[src/rtl/mbox_pkg.sv]
package mbox_pkg;
  localparam int LANES  = 4;
  localparam int BYTE_W = 8;
  localparam int WORD_W = LANES * BYTE_W;
  localparam int SEL_W  = $clog2(LANES);
  localparam int ADDR_W = 2;

  // status register layout: full-flag nibbles and flush control
  localparam int ST_H2A_LSB   = 12;
  localparam int ST_A2H_LSB   = 28;
  localparam int ST_FLUSH_BIT = 27;

  // interrupt control register layout
  localparam int CTL_IN_EN    = 0;
  localparam int CTL_OUT_EN   = 1;
  localparam int CTL_IN_SEL   = 2;
  localparam int CTL_OUT_SEL  = 4;
  localparam int CTL_IN_FLAG  = 8;
  localparam int CTL_OUT_FLAG = 9;

  typedef enum logic [ADDR_W-1:0] {
    REG_INBOX  = 2'd0,
    REG_OUTBOX = 2'd1,
    REG_IRQCTL = 2'd2,
    REG_STATUS = 2'd3
  } reg_e;

  function automatic logic [WORD_W-1:0] status_word(input logic [LANES-1:0] h2a,
                                                    input logic [LANES-1:0] a2h);
    logic [WORD_W-1:0] w;
    w = '0;
    w[ST_H2A_LSB +: LANES] = h2a;
    w[ST_A2H_LSB +: LANES] = a2h;
    return w;
  endfunction

  function automatic logic flush_req(input logic wr, input logic [ADDR_W-1:0] addr,
                                     input logic [LANES-1:0] be,
                                     input logic [WORD_W-1:0] wdata);
    return wr && (addr == REG_STATUS) && be[ST_FLUSH_BIT / BYTE_W] && wdata[ST_FLUSH_BIT];
  endfunction
endpackage

[src/rtl/mbox_store.sv]
module mbox_store #(
  parameter int LANES  = 4,
  parameter int BYTE_W = 8,
  localparam int WORD_W = LANES * BYTE_W
) (
  input  logic              clk,
  input  logic              rst_n,
  input  logic              wr_en,
  input  logic [LANES-1:0]  wr_be,
  input  logic [WORD_W-1:0] wr_data,
  input  logic              rd_en,
  input  logic [LANES-1:0]  rd_be,
  input  logic              flush,
  output logic [WORD_W-1:0] data,
  output logic [LANES-1:0]  full,
  output logic [LANES-1:0]  wr_lanes,
  output logic [LANES-1:0]  rd_lanes
);
  logic [BYTE_W-1:0] byte_q [LANES];
  logic              full_q [LANES];

  assign wr_lanes = wr_en ? wr_be : '0;
  assign rd_lanes = rd_en ? rd_be : '0;

  for (genvar i = 0; i < LANES; i++) begin : g_lane
    always_ff @(posedge clk or negedge rst_n) begin
      if (!rst_n) begin
        byte_q[i] <= '0;
        full_q[i] <= 1'b0;
      end else begin
        if (wr_lanes[i]) byte_q[i] <= wr_data[i*BYTE_W +: BYTE_W];
        // flush beats a write, a write beats a peer read
        if (flush)            full_q[i] <= 1'b0;
        else if (wr_lanes[i]) full_q[i] <= 1'b1;
        else if (rd_lanes[i]) full_q[i] <= 1'b0;
      end
    end

    assign data[i*BYTE_W +: BYTE_W] = byte_q[i];
    assign full[i] = full_q[i];
  end
endmodule

[src/rtl/mbox_irq.sv]
module mbox_irq import mbox_pkg::*; #(
  parameter int LANES  = 4,
  parameter int WORD_W = 32,
  localparam int SEL_W = $clog2(LANES)
) (
  input  logic              clk,
  input  logic              rst_n,
  input  logic              ctl_wr,
  input  logic [LANES-1:0]  ctl_be,
  input  logic [WORD_W-1:0] ctl_wdata,
  input  logic [LANES-1:0]  in_lanes,
  input  logic [LANES-1:0]  out_lanes,
  output logic [WORD_W-1:0] ctl_word,
  output logic              in_set,
  output logic              out_set,
  output logic              irq
);
  logic             in_en, out_en, in_flag, out_flag;
  logic [SEL_W-1:0] in_sel, out_sel;
  logic [LANES-1:0] in_hot, out_hot;
  logic             cfg_wr, in_clr, out_clr;

  assign in_hot  = {{(LANES-1){1'b0}}, 1'b1} << in_sel;
  assign out_hot = {{(LANES-1){1'b0}}, 1'b1} << out_sel;

  // enable masks only the set path of each flag
  assign in_set  = in_en  && |(in_lanes  & in_hot);
  assign out_set = out_en && |(out_lanes & out_hot);

  assign cfg_wr  = ctl_wr && ctl_be[0];
  assign in_clr  = ctl_wr && ctl_be[CTL_IN_FLAG / 8]  && ctl_wdata[CTL_IN_FLAG];
  assign out_clr = ctl_wr && ctl_be[CTL_OUT_FLAG / 8] && ctl_wdata[CTL_OUT_FLAG];

  always_ff @(posedge clk or negedge rst_n) begin
    if (!rst_n) begin
      in_en    <= 1'b0;
      out_en   <= 1'b0;
      in_sel   <= '0;
      out_sel  <= '0;
      in_flag  <= 1'b0;
      out_flag <= 1'b0;
    end else begin
      if (cfg_wr) begin
        in_en   <= ctl_wdata[CTL_IN_EN];
        out_en  <= ctl_wdata[CTL_OUT_EN];
        in_sel  <= ctl_wdata[CTL_IN_SEL  +: SEL_W];
        out_sel <= ctl_wdata[CTL_OUT_SEL +: SEL_W];
      end
      if (in_set)       in_flag <= 1'b1;
      else if (in_clr)  in_flag <= 1'b0;
      if (out_set)      out_flag <= 1'b1;
      else if (out_clr) out_flag <= 1'b0;
    end
  end

  always_comb begin
    ctl_word = '0;
    ctl_word[CTL_IN_EN]               = in_en;
    ctl_word[CTL_OUT_EN]              = out_en;
    ctl_word[CTL_IN_SEL  +: SEL_W]    = in_sel;
    ctl_word[CTL_OUT_SEL +: SEL_W]    = out_sel;
    ctl_word[CTL_IN_FLAG]             = in_flag;
    ctl_word[CTL_OUT_FLAG]            = out_flag;
  end

  assign irq = in_flag | out_flag;
endmodule

[src/rtl/mbox_bridge.sv]
module mbox_bridge import mbox_pkg::*; (
  input  logic              clk,
  input  logic              rst_n,
  input  logic [ADDR_W-1:0] h_addr,
  input  logic              h_wr,
  input  logic              h_rd,
  input  logic [LANES-1:0]  h_be,
  input  logic [WORD_W-1:0] h_wdata,
  output logic [WORD_W-1:0] h_rdata,
  output logic              h_irq,
  input  logic [ADDR_W-1:0] a_addr,
  input  logic              a_wr,
  input  logic              a_rd,
  input  logic [LANES-1:0]  a_be,
  input  logic [WORD_W-1:0] a_wdata,
  output logic [WORD_W-1:0] a_rdata,
  output logic              a_irq
);
  logic              flush;
  logic [WORD_W-1:0] h2a_data, a2h_data, stat_word, h_ctl_word, a_ctl_word;
  logic [LANES-1:0]  h2a_full, a2h_full;
  logic [LANES-1:0]  h2a_wr_lanes, h2a_rd_lanes, a2h_wr_lanes, a2h_rd_lanes;
  logic              h_in_set, h_out_set, a_in_set, a_out_set;

  assign flush = flush_req(h_wr, h_addr, h_be, h_wdata) ||
                 flush_req(a_wr, a_addr, a_be, a_wdata);

  // host outbox, drained by add-on inbox reads
  mbox_store #(.LANES(LANES), .BYTE_W(BYTE_W)) u_h2a (
    .clk(clk), .rst_n(rst_n),
    .wr_en(h_wr && h_addr == REG_OUTBOX), .wr_be(h_be), .wr_data(h_wdata),
    .rd_en(a_rd && a_addr == REG_INBOX), .rd_be(a_be),
    .flush(flush), .data(h2a_data), .full(h2a_full),
    .wr_lanes(h2a_wr_lanes), .rd_lanes(h2a_rd_lanes)
  );

  // add-on outbox, drained by host inbox reads
  mbox_store #(.LANES(LANES), .BYTE_W(BYTE_W)) u_a2h (
    .clk(clk), .rst_n(rst_n),
    .wr_en(a_wr && a_addr == REG_OUTBOX), .wr_be(a_be), .wr_data(a_wdata),
    .rd_en(h_rd && h_addr == REG_INBOX), .rd_be(h_be),
    .flush(flush), .data(a2h_data), .full(a2h_full),
    .wr_lanes(a2h_wr_lanes), .rd_lanes(a2h_rd_lanes)
  );

  mbox_irq #(.LANES(LANES), .WORD_W(WORD_W)) u_h_irq (
    .clk(clk), .rst_n(rst_n),
    .ctl_wr(h_wr && h_addr == REG_IRQCTL), .ctl_be(h_be), .ctl_wdata(h_wdata),
    .in_lanes(a2h_wr_lanes), .out_lanes(h2a_rd_lanes),
    .ctl_word(h_ctl_word), .in_set(h_in_set), .out_set(h_out_set), .irq(h_irq)
  );

  mbox_irq #(.LANES(LANES), .WORD_W(WORD_W)) u_a_irq (
    .clk(clk), .rst_n(rst_n),
    .ctl_wr(a_wr && a_addr == REG_IRQCTL), .ctl_be(a_be), .ctl_wdata(a_wdata),
    .in_lanes(h2a_wr_lanes), .out_lanes(a2h_rd_lanes),
    .ctl_word(a_ctl_word), .in_set(a_in_set), .out_set(a_out_set), .irq(a_irq)
  );

  assign stat_word = status_word(h2a_full, a2h_full);

  always_comb begin
    case (h_addr)
      REG_INBOX:  h_rdata = a2h_data;
      REG_OUTBOX: h_rdata = h2a_data;
      REG_IRQCTL: h_rdata = h_ctl_word;
      default:    h_rdata = stat_word;
    endcase
  end

  always_comb begin
    case (a_addr)
      REG_INBOX:  a_rdata = h2a_data;
      REG_OUTBOX: a_rdata = a2h_data;
      REG_IRQCTL: a_rdata = a_ctl_word;
      default:    a_rdata = stat_word;
    endcase
  end
endmodule

[config.mk]
export PLATFORM = sky130hd
export DESIGN_NAME = mbox_bridge
export DESIGN_NICKNAME = d
export VERILOG_FILES = /design/src/rtl/mbox_pkg.sv /design/src/rtl/mbox_store.sv /design/src/rtl/mbox_irq.sv /design/src/rtl/mbox_bridge.sv
export SDC_FILE = /design/constraint.sdc
export NUM_CORES = 1
export LEC_CHECK = 0
export CAP_MARGIN = 20
export CORE_MARGIN = 2
export CORE_UTILIZATION = 35
export CTS_CLUSTER_SIZE = 20
export DETAILED_ROUTE_END_ITERATION = 7
export DONT_BUFFER_PORTS = 1
export HOLD_SLACK_MARGIN = 0.15
export SLEW_MARGIN = 20
export SYNTH_ARGS = -nofsm -noshare
export SYNTH_HDL_FRONTEND = slang
export SYNTH_SLANG_ARGS = --single-unit
[constraint.sdc]
create_clock -name clk -period 1.83 [get_ports clk]
set_input_delay 0 -clock clk [delete_from_list [all_inputs] [get_ports clk]]
set_output_delay 0 -clock clk [all_outputs]
set_load 0.03 [all_outputs]
==> summary.md, run 1 <==
| Metric | Value |
|---|---|
| Post-Syn Nets | about 480 |
| Chip width | around 120 microns |
| Post-Synthesis Cells | roughly 400 |
| Stop stage | 4_1_cts |
| Place WS | approximately 0.57 ns |
| IO Port Bufs | 0 |
| Post-Synth Adder-Cell Area | 0 |
| Ys async rst share | 1.00 |
| Num CTS Buffers | 9 |
| Halt Reason | [ERROR RSZ-0060] Max buffer count reached. |
| Row count | 42 |
| Run status | stopped before the end |
| Starting Density | 0.356 |
| Setup Buffers After CTS | 0 |
| Placer Congestion | 0.784 |
| Post-Synth Simple-Gate Area | 0.0860 |
| Synth area leaders | dfrtp_1 (47%), mux2_2 (20%), mux2i_1 (12%) |
| Cts repair resizes | 0 |
| Mean post-synth cell area | roughly 12 sq um |
| # clock sinks | 88 |
| Ys flop type | dfrtp_1 |
| Number of I/O pins | 148 |
| Cts hold-fix bufs | 120 |
| Top cells by count, synth | dfrtp_1 (88), mux2_2 (84), mux2i_1 (56) |
| CTS root buf | clkbuf_16 |
| Post-synthesis mux area share | 0.340 |
| Hpwl dp | around 8800 microns |
| Synth Area in Compound Gates | 0.0701 |
| Mapped Area | approximately 4700 sq um |
| Unique cell type count in the Yosys netlist | 27 |
| Number of synthesized register bits | 88 |
| Number of synthesized flops with an enable pin | 0 |
| Ys Warns | 0 |
| Number of H-tree levels | 3 |
| CTS Buffer Depth | 2 |
| Post-synth top area share | 0.469 |
| Cell taking the most area after synthesis | dfrtp_1 |
| Chip Height | around 120 microns |
| Synth Area in XOR/XNOR | 0 |
| Most frequent cell after synthesis | dfrtp_1 |
| Sequential area share after synthesis | 0.469 |
| Largest family of logic cells by synthesized area | multiplexers |
==> cell families after synthesis <==
logic type / after synthesis
muxes: 144
DFF: 88
and+or+nand+nor: 86
AOI/OAI and AO/OA: 52
buffers and inverters: 32
==> stage by stage <==
stage | util | cells | area, sq um | hold WS [ns]
3_5_place_dp | 0.378 | 582 | 4990 | -0.294
3_3_place_gp | 0.378 | 582 | 4990 | -0.292
2_1_floorplan | - | 402 | 4700 | -0.296
==> run 2, diff against run 1 <==
--- a/config.mk
+++ b/config.mk
@@ -7,11 +7,10 @@
 export LEC_CHECK = 0
 export CAP_MARGIN = 20
 export CORE_MARGIN = 2
-export CORE_UTILIZATION = 35
-export CTS_CLUSTER_SIZE = 20
+export CORE_UTILIZATION = 20
 export DETAILED_ROUTE_END_ITERATION = 7
 export DONT_BUFFER_PORTS = 1
-export HOLD_SLACK_MARGIN = 0.15
+export PLACE_DENSITY_LB_ADDON = 0.15
 export SLEW_MARGIN = 20
 export SYNTH_ARGS = -nofsm -noshare
 export SYNTH_HDL_FRONTEND = slang
==> run 2 against run 1 <==
Against the previous run:
- the flow now finishes, with violations (negative hold slack)
- synthesized cell count did not move
- area after synthesis did not move
==> summary.md, run 2 <==
| Metric | Value |
|---|---|
| Run status | finished, violations left |
| Violated checks | negative hold slack |
| Num CTS Buffers | 9 |
| RSZ-0062 raised after global routing | false |
| CTS Buffer Depth | 2 |
| Number of synthesized register bits | a little under 90 |
| Antenna-violating nets left | 0 |
| Max Clk Rate | between 500 and 600 MHz |
| Mapped Area | 4700 sq um |
| Commonest cells after routing, fill and taps aside | dfrtp_1 (88), mux2_2 (84), dlygate4sd3_1 (75) |
| Max_slew headroom | 0.562 |
| Wire per inst | between 20 and 25 microns |
| Fill cells | around 2,500 |
| Ys flop type | dfrtp_1 |
| Area after DPL | 5170 sq um |
| Unique cell type count in the Yosys netlist | 27 |
| Data required, critical path | approximately 2.1 ns |
| Gr ovfl total | 0 |
| CTS tree | built |
| Crit-path max FO | 3 |
| # clock sinks | 88 |
| Chip width | about 160 microns |
| Multi-input logic area | around 2300 sq um |
| Sequential area share after synthesis | 0.469 |
| Placer Congestion | approximately 0.8 |
| Critical Path Sink Type | register |
| CTS root buf | clkbuf_16 |
| Via count | between 3,000 and 4,000 |
| Max VDD drop | 0.366 mV |
| DRT iter0 DRCs | 184 |
| Number of max-cap violations | 0 |
| Setup Buffers After CTS | 0 |
| Top cells by count, synth | dfrtp_1 (88), mux2_2 (84), mux2i_1 (56) |
| Total GRT Usage | 0.142 |
| Period utilization | 0.952 |
| Post-Synthesis Cells | roughly 400 |
| Most frequent cell after synthesis | dfrtp_1 |
| Mean post-synth cell area | 11.7 sq um |
| Slew Viols, Final | 0 |
| Number of H-tree levels | 3 |
| Dpl cells | just over 700 |
| Worst reg2reg path depth | 3 |
| Post-synth top area share | 0.469 |
| Initial antenna violation count | 1 |
| Synth area leaders | dfrtp_1 (47%), mux2_2 (20%), mux2i_1 (12%) |
| Global-route wire length before repair | approximately 25,000 microns |
| IO Port Bufs | 0 |
| Most common cell after layout, fill and taps aside | dfrtp_1 |
| Final hold vios | slightly below 90 |
| Cts repair resizes | 0 |
| Row count | 56 |
| FF+latch area | roughly 2200 sq um |
| Total core area | around 23,000 sq um |
| Setup TNS | 0 ns |
| Number of synthesized flops with an enable pin | 0 |
| Flop2flop setup slack | 0.09 ns |
| Number of I/O pins | roughly 150 |
| Final Cell Area | about 6200 sq um |
| Tmin final | approximately 1.7 ns |
| Vias in the first global route | around 4,000 |
| Cell taking the most area after synthesis | dfrtp_1 |
| Starting Density | 0.202 |
| Cts hold-fix bufs | 75 |
| Ys Warns | 0 |
| Reg2reg start | u_h_irq.out_sel[0]$_DFFE_PN0P_ |
| Nets | 574 |
| Final setup violation count | 0 |
| Area Overhead vs Synth | 32.8% |
| Post-Syn Nets | between 400 and 500 |
| Hold Path Class | in2async |
| Initial DRT Pass Iterations | 4 |
| Pleak | about 2.7 nW |
| Fraction of layout instances using a drive strength above 1 | 0.292 |
| Drt drc | 0 |
| Worst slew pin tran | ~0.66 ns |
| Vias per cell | roughly 4.4 |
| Ys async rst share | 1.00 |
| WHS | -0.654 ns |
| Diodes inserted | 0 |
| Worst setup path class | reg2reg |
| Chip Height | between 150 and 200 microns |
| DRT Wirelength | about 17,000 microns |
| Die ar. | roughly 25,000 sq um |
| Largest net degree at the start of global routing | slightly below 90 |
| Arrival @ worst endpoint | 1.98 ns |
| Crit path launch type | register |
| Terminus of the critical flop-to-flop path | u_h_irq.out_flag$_DFFE_PN0P_ |
| Worst Skew | 0.00383 ns |
| CTS clk-pin slew, worst paths | roughly 0.070 ns |
| Clk Latency, worst-skew pair | 0.35 ns |
| Hpwl dp | roughly 11,000 microns |
| Pwr Density | ~1100 nW/um^2 |
| Post-Layout Cell Count | 816 |
[run 2: cell counts after synthesis]
Identical to the previous run, type by type.
[run 2: cells by family (layout without fill, tap and decap cells)]
group | count (synthesis) | in the layout | share of synthesized area
compound gates | 52 | 52 | 0.0701
buf+inv | 32 | 127 | 0.0352
simple gates | 86 | 86 | 0.0860
mux | 144 | 144 | 0.340
flops | 88 | 88 | 0.469
[run 2: stage by stage]
step | total power [mW] | setup WS [ns] | util
2_1_floorplan | 4.13 | 0.527 | -
3_3_place_gp | 4.48 | 0.580 | 0.222
3_5_place_dp | 4.53 | 0.574 | 0.222
4_1_cts | 6.75 | 0.0876 | 0.268
5_1_grt | 7.03 | 0.0396 | 0.268
6_report | 6.62 | 0.0886 | 0.268
[run 2: layout make-up]
class,count,share of cell area
flip-flops and latches,88,0.353
multi-input cells,282,0.374
well taps,319,0.0640
inverters,9,0.00542
repair buffers,102,0.153
clock buffers,12,0.0427
clock inverters,4,0.00823
[run 2: worst max-delay path: stages (launching register included)]
cell           delay (ns)
dfrtp_1              0.39
mux4_2               0.50
a22o_1               0.19
dlygate4sd3_1        0.55
[run 2: worst max path at each step]
stage	slack, ns	to	from
floorplan	0.53	a_rdata[1]	a_addr[1]
global placement	0.58	u_a_irq.in_flag$_DFFE_PN0P_	u_a_irq.in_sel[0]$_DFFE_PN0P_
detailed placement	0.57	u_a_irq.out_flag$_DFFE_PN0P_	u_a_irq.out_sel[0]$_DFFE_PN0P_
CTS	0.09	u_h_irq.out_flag$_DFFE_PN0P_	u_h_irq.out_sel[0]$_DFFE_PN0P_
global route	0.04	u_h_irq.out_flag$_DFFE_PN0P_	u_h_irq.out_sel[0]$_DFFE_PN0P_
finish	0.09	u_h_irq.out_flag$_DFFE_PN0P_	u_h_irq.out_sel[0]$_DFFE_PN0P_
[run 2: metal layers]
| layer | vias to the layer above | routed length [microns] | global-route usage | share of wire |
|---|---|---|---|---|
| met2 | 127 | 8390 | 0.238 | 0.49 |
| li1 | 1626 | - | - | - |
| met1 | 1842 | 7390 | 0.177 | 0.43 |
| met4 | 2 | 384 | 0.0589 | 0.022 |
| met3 | 24 | 921 | 0.0278 | 0.054 |
| met5 | - | 12 | 0 | 0.00070 |
[run 2: power breakdown]
group          total [mW]  switching (mW)  internal (mW)
Combinational        1.88            1.00          0.876
Clock                1.99           0.818           1.17
Sequential           2.76           0.364           2.39
Total                6.62            2.18           4.44
Power figures use the tool's default switching activity.
